### src/rtl/dwell_pkg.sv
package dwell_pkg;

  typedef enum logic [1:0] {
    LATCH_HOLD  = 2'd0,
    LATCH_SET   = 2'd1,
    LATCH_CLEAR = 2'd2
  } latch_act_e;

  // Ripple incrementer: bit i flips when every lower bit is 1.
  function automatic logic [31:0] ripple_next(input logic [31:0] cur, input int w);
    logic [31:0] nxt;
    logic        carry;
    nxt   = cur;
    carry = 1'b1;
    for (int i = 0; i < 32; i++) begin
      if (i < w) begin
        nxt[i] = cur[i] ^ carry;
        carry  = carry & cur[i];
      end
    end
    return nxt;
  endfunction

  // Terminal detect: AND of the low w bits.
  function automatic logic all_ones(input logic [31:0] cur, input int w);
    logic r;
    r = 1'b1;
    for (int i = 0; i < 32; i++) begin
      if (i < w) r = r & cur[i];
    end
    return r;
  endfunction

  // Latch decision: the clear has priority over the set.
  function automatic latch_act_e latch_decide(input logic clr_n, input logic set);
    if (!clr_n) return LATCH_CLEAR;
    if (set)    return LATCH_SET;
    return LATCH_HOLD;
  endfunction

endpackage

### src/rtl/dwell_sync.sv
module dwell_sync #(
  parameter int              W       = 1,
  parameter int              STAGES  = 2,
  parameter logic [W-1:0]    RST_VAL = '0
) (
  input  logic         clk,
  input  logic         rst_n,
  input  logic [W-1:0] d_i,
  output logic [W-1:0] q_o
);
  logic [W-1:0] stg_q [STAGES];

  always_ff @(posedge clk or negedge rst_n) begin
    if (!rst_n) begin
      for (int i = 0; i < STAGES; i++) stg_q[i] <= RST_VAL;
    end else begin
      stg_q[0] <= d_i;
      for (int i = 1; i < STAGES; i++) stg_q[i] <= stg_q[i-1];
    end
  end

  assign q_o = stg_q[STAGES-1];
endmodule

### src/rtl/dwell_fall_det.sv
module dwell_fall_det (
  input  logic clk,
  input  logic rst_n,
  input  logic lvl_i,
  output logic fall_o
);
  logic prev_q;

  always_ff @(posedge clk or negedge rst_n) begin
    if (!rst_n) prev_q <= 1'b0;
    else        prev_q <= lvl_i;
  end

  assign fall_o = prev_q & ~lvl_i;

  // A falling edge yields a single-cycle pulse.
  AST_TICK_SINGLE: assert property (@(posedge clk) disable iff (!rst_n)
    fall_o |=> !fall_o);
endmodule

### src/rtl/dwell_counter.sv
module dwell_counter
  import dwell_pkg::*;
#(
  parameter int CNT_W = 2
) (
  input  logic             clk,
  input  logic             rst_n,
  input  logic             active_i,
  input  logic             adv_i,
  output logic [CNT_W-1:0] cnt_o,
  output logic             term_o
);
  logic [CNT_W-1:0] cnt_q;
  logic [CNT_W-1:0] cnt_inc;

  assign cnt_inc = CNT_W'(ripple_next(32'(cnt_q), CNT_W));

  always_ff @(posedge clk or negedge rst_n) begin
    if (!rst_n)         cnt_q <= '0;
    else if (!active_i) cnt_q <= '0;
    else if (adv_i)     cnt_q <= cnt_inc;
  end

  assign cnt_o  = cnt_q;
  assign term_o = all_ones(32'(cnt_q), CNT_W);

  AST_IDLE_CLEAR: assert property (@(posedge clk) disable iff (!rst_n)
    !active_i |=> (cnt_o == '0));
  AST_HOLD_NO_TICK: assert property (@(posedge clk) disable iff (!rst_n)
    (active_i && !adv_i) |=> $stable(cnt_o));
  AST_WRAP: assert property (@(posedge clk) disable iff (!rst_n)
    (active_i && adv_i && term_o) |=> (cnt_o == '0));
endmodule

### src/rtl/dwell_latch.sv
module dwell_latch
  import dwell_pkg::*;
(
  input  logic clk,
  input  logic rst_n,
  input  logic set_i,
  input  logic clr_n_i,
  output logic q_o
);
  latch_act_e act;
  logic       q_q;

  assign act = latch_decide(clr_n_i, set_i);

  always_ff @(posedge clk or negedge rst_n) begin
    if (!rst_n) q_q <= 1'b0;
    else begin
      case (act)
        LATCH_CLEAR: q_q <= 1'b0;
        LATCH_SET:   q_q <= 1'b1;
        default:     q_q <= q_q;
      endcase
    end
  end

  assign q_o = q_q;

  AST_CLEAR_WINS: assert property (@(posedge clk) disable iff (!rst_n)
    !clr_n_i |=> !q_o);
  AST_SET_ON_VALID: assert property (@(posedge clk) disable iff (!rst_n)
    (set_i && clr_n_i) |=> q_o);
  AST_STICKY: assert property (@(posedge clk) disable iff (!rst_n)
    (q_o && clr_n_i) |=> q_o);
endmodule

### src/rtl/dwell_trigger.sv
module dwell_trigger
  import dwell_pkg::*;
#(
  parameter int CNT_W       = 2,
  parameter int N_SENSE     = 2,
  parameter int SYNC_STAGES = 2
) (
  input  logic               clk,
  input  logic               rst_n,
  input  logic               osc_i,
  input  logic [N_SENSE-1:0] sense_i,
  input  logic               clr_n_i,
  output logic [CNT_W-1:0]   count_o,
  output logic               valid_o,
  output logic               trigger_o
);
  localparam int SYNC_W = N_SENSE + 2;
  localparam logic [SYNC_W-1:0] SYNC_RST = {1'b1, 1'b0, {N_SENSE{1'b0}}};

  logic [SYNC_W-1:0]  raw_w;
  logic [SYNC_W-1:0]  syn_w;
  logic [N_SENSE-1:0] sense_s;
  logic               osc_s;
  logic               clr_n_s;
  logic               any_active;
  logic               adv_tick;
  logic               term_w;

  assign raw_w = {clr_n_i, osc_i, sense_i};

  dwell_sync #(.W(SYNC_W), .STAGES(SYNC_STAGES), .RST_VAL(SYNC_RST)) u_sync (
    .clk(clk), .rst_n(rst_n), .d_i(raw_w), .q_o(syn_w)
  );

  assign sense_s    = syn_w[N_SENSE-1:0];
  assign osc_s      = syn_w[N_SENSE];
  assign clr_n_s    = syn_w[N_SENSE+1];
  assign any_active = |sense_s;

  dwell_fall_det u_edge (
    .clk(clk), .rst_n(rst_n), .lvl_i(osc_s), .fall_o(adv_tick)
  );

  dwell_counter #(.CNT_W(CNT_W)) u_cnt (
    .clk(clk), .rst_n(rst_n), .active_i(any_active), .adv_i(adv_tick),
    .cnt_o(count_o), .term_o(term_w)
  );

  dwell_latch u_latch (
    .clk(clk), .rst_n(rst_n), .set_i(term_w), .clr_n_i(clr_n_s), .q_o(trigger_o)
  );

  assign valid_o = term_w;

  AST_VALID_AFTER_TICK: assert property (@(posedge clk) disable iff (!rst_n)
    $rose(valid_o) |-> $past(adv_tick));
  AST_IDLE_KEEPS_TRIG: assert property (@(posedge clk) disable iff (!rst_n)
    (!any_active && !valid_o && clr_n_s) |=> $stable(trigger_o));
endmodule

### config.mk
export PLATFORM = sky130hd
export DESIGN_NAME = dwell_trigger
export DESIGN_NICKNAME = d
export VERILOG_FILES = /design/src/rtl/dwell_pkg.sv /design/src/rtl/dwell_sync.sv /design/src/rtl/dwell_fall_det.sv /design/src/rtl/dwell_counter.sv /design/src/rtl/dwell_latch.sv /design/src/rtl/dwell_trigger.sv
export SDC_FILE = /design/constraint.sdc
export NUM_CORES = 1
export LEC_CHECK = 0
export ABC_CLOCK_PERIOD_IN_PS = 1100
export BUFFER_PORTS_ARGS = -buffer_cell sky130_fd_sc_hd__buf_2
export CORE_MARGIN = 2
export CORE_UTILIZATION = 24
export DETAILED_ROUTE_END_ITERATION = 10
export GPL_TIMING_DRIVEN = 0
export SYNTH_ARGS = -nofsm -noshare
export SYNTH_HDL_FRONTEND = slang
export SYNTH_SLANG_ARGS = --single-unit
### constraint.sdc
create_clock -name clk -period 1.1 [get_ports clk]
set_input_delay 0.11 -clock clk [delete_from_list [all_inputs] [get_ports clk]]
set_output_delay 0.11 -clock clk [all_outputs]
set_load 0.02 [all_outputs]
==> flow_summary.yaml <==
yosys:
  synthDistinctLibCells: 10
  synth_area_per_cell_um2: 17.8
  ys_top_cells_by_area: "dfrtp_1, dfstp_2, nand2b_4, ha_1, mux2i_1"
  yosysTopAreaCell: "dfrtp_1"
  synth_nets: 28
  yosysWarnings: 0
  ys_seq_elements: 12
  synth_top_area_frac: 0.671
  yosysSeqAreaShare: 0.812
  synthCells: 21
  netlist_area_um2: 373
power:
  internal_power_uw: 748
  power.switching_uw: 214
  leakage_uw: 0.000273
  switching_share: 0.223
  peakVddDrop_mv: 0.798
  clkPwrFrac: 0.355
  finalPower_uw: 962
  power_frac_seq: 0.508
  power.density_nw_per_um2: 1730
  pwr-share-comb: 0.137
outcome:
  status: "completed"
floorplanning:
  ios: 10
  fp.coreArea_um2: 1490
  dieWidth_um: 43.4
  die_area_um2: 1880
  start_util: 0.250
  die_y_um: 43.4
  core.rowCount: 14
grt:
  grt_pass1_wl_um: 1050
  grt_max_degree: 13
  grtUsageTotal: 0.0846
  antenna_found_initial: 0
  grt_overflow: 0
  grt_pass1_vias: 268
placed_design:
  routabilityCongestion: 0.604
  numPortBuffers: 9
sta:
  skew_ps: 0.826
  tns_ps: 0
  setup_viol_count_final: 0
  post-route-min-period_ps: 1100
  rsz0062_at_grt: "yes"
  period_share: 1.00
  slew_violations: 0
  slew_headroom: 0.823
  fmax_ghz: 0.910
  tightest_slew_ps: 265
  hold_viol: 0
final_layout:
  final_cell_mix: "dfrtp_1, buf_2, dlygate4sd3_1, clkbuf_4, buf_4"
  syn2layout_area_growth_pct: 49.3
  fill_cells: 146
  num_antenna_cells: 0
  final_net_count: 49
  final_util: 0.374
  drive_above_1_share: 0.488
  mostFrequentLayoutCell: "dfrtp_1"
cts:
  clockBufferDepth: 2
  clk_pin_slew_ps: 70
  clockRootBuffer: "clkbuf_4"
  cts.sinks: 12
  clk_latency_ps: 270
  cts_made_buffers: 3
  cts_tree: "built"
  h-tree-depth: 1
drt:
  num_vias: 241
  drt_iter0_markers: 2
  avgViaCountPerCell: 4.23
  ant_nets: 0
  drc_errors: 0
  drt_pass1_iterations: 2
  avgRoutedWirePerCell_um: 9.89
  wirelength_um: 564
setup_path:
  cp-end-kind: "output port"
  critical_path_class: "register to output port"
  worstPathArrival_ps: 990
  cp-start-kind: "register"
  crit_required_ps: 990
  worstPathMaxFanout: 2
hold_path:
  hold_path_class: "primary input to asynchronous set/reset pin"
job:
  cap_violations: 0
## Yosys cell counts (all sizes together)
library cell and count:
o21a 1, nand2 1, a21oi 1, ha 1
mux2i 1, dfstp 2, or2 1, nand2b 1
dfrtp 10, nor2 2
## per-layer routing
| metal | up-vias | part of all wire | track usage | wire, um |
|---|---|---|---|---|
| li1 | 108 | - | - | - |
| met1 | 120 | 0.39 | 0.0699 | 222 |
| met2 | 13 | 0.51 | 0.140 | 285 |
| met3 | 0 | 0.098 | 0.0750 | 55 |
| met4 | 0 | 0 | 0.0364 | 0 |
| met5 | - | 0 | 0 | 0 |
## registers in the layout, indices dropped and copies added (netlist names)
signal and cells:
u_cnt.cnt_o 2, u_sync.stg_q 4, u_latch.q_o 1, u_edge.prev_q 1, u_sync.q_o 4
## per-stage QoR
step                      hold WS [ps]  area (um2)  setup WS [ps]  cells
after detailed placement        -0.936         438            112     46
after global routing               243         557          -27.7     57
after floorplan                   -186         373           12.2     21
after CTS                          240         548          0.814     57
after global placement           -9.92         438            124     46
final                              233         557          0.500     57
## cells by family after synthesis
family | after synthesis | synth area share
adders and majority gates | 1 | 0.0336
muxes | 1 | 0.0268
DFF | 12 | 0.812
and+or+nand+nor | 5 | 0.0839
AOI/OAI and AO/OA | 2 | 0.0436
## path summary, 6_finish.rpt
| check | startpoint | to | slack [ps] | depth (start not counted) |
|---|---|---|---|---|
| max | u_cnt.cnt_o[0]$_DFFE_PN0P_ | valid_o | 0.5 | 2 |
| min | rst_n | u_sync.stg_q[6]$_DFF_PN0_ | 230 | 2 |
| max reg2reg | u_cnt.cnt_o[0]$_DFFE_PN0P_ | u_cnt.cnt_o[1]$_DFFE_PN0P_ | 140 | 3 |
| min reg2reg | u_sync.stg_q[5]$_DFF_PN0_ | u_sync.q_o[1]$_DFF_PN0_ | 350 | 0 |
| max in group asynchronous | rst_n | u_sync.q_o[3]$_DFF_PN1_ | 600 | 2 |
| min in group clk | u_sync.stg_q[5]$_DFF_PN0_ | u_sync.q_o[1]$_DFF_PN0_ | 350 | 0 |
## repair_timing
action                     in CTS  in global routing
pin swaps                       1                  1
setup endpoints to repair       1                  2
hold buffers                    5                  0
setup buffers                   2                  0
hold endpoints to repair       16                  0
gates resized for setup         3                  3
## critical path, stage by stage (launching register included)
cell,delay (ps)
dfrtp_1,400
ha_2,200
buf_6,130
## power groups by stage
stage	logic [uW]	registers (uW)	clock network (uW)
after global placement	83.0	496	0
after global routing	144	492	379
final	132	488	342
after detailed placement	84.0	499	0
after CTS	122	488	355
after floorplan	32.3	513	0
## area by class of cell
class	instances	area (um2)	share of cell area
Clock buffer	4	36.3	0.0652
Multi-Input combinational cell	9	72.6	0.130
Sequential cell	12	303	0.544
Tap cell	16	20.0	0.0360
Timing Repair Buffer	16	125	0.225
No activity file was read; power rests on OpenSTA's default activity.
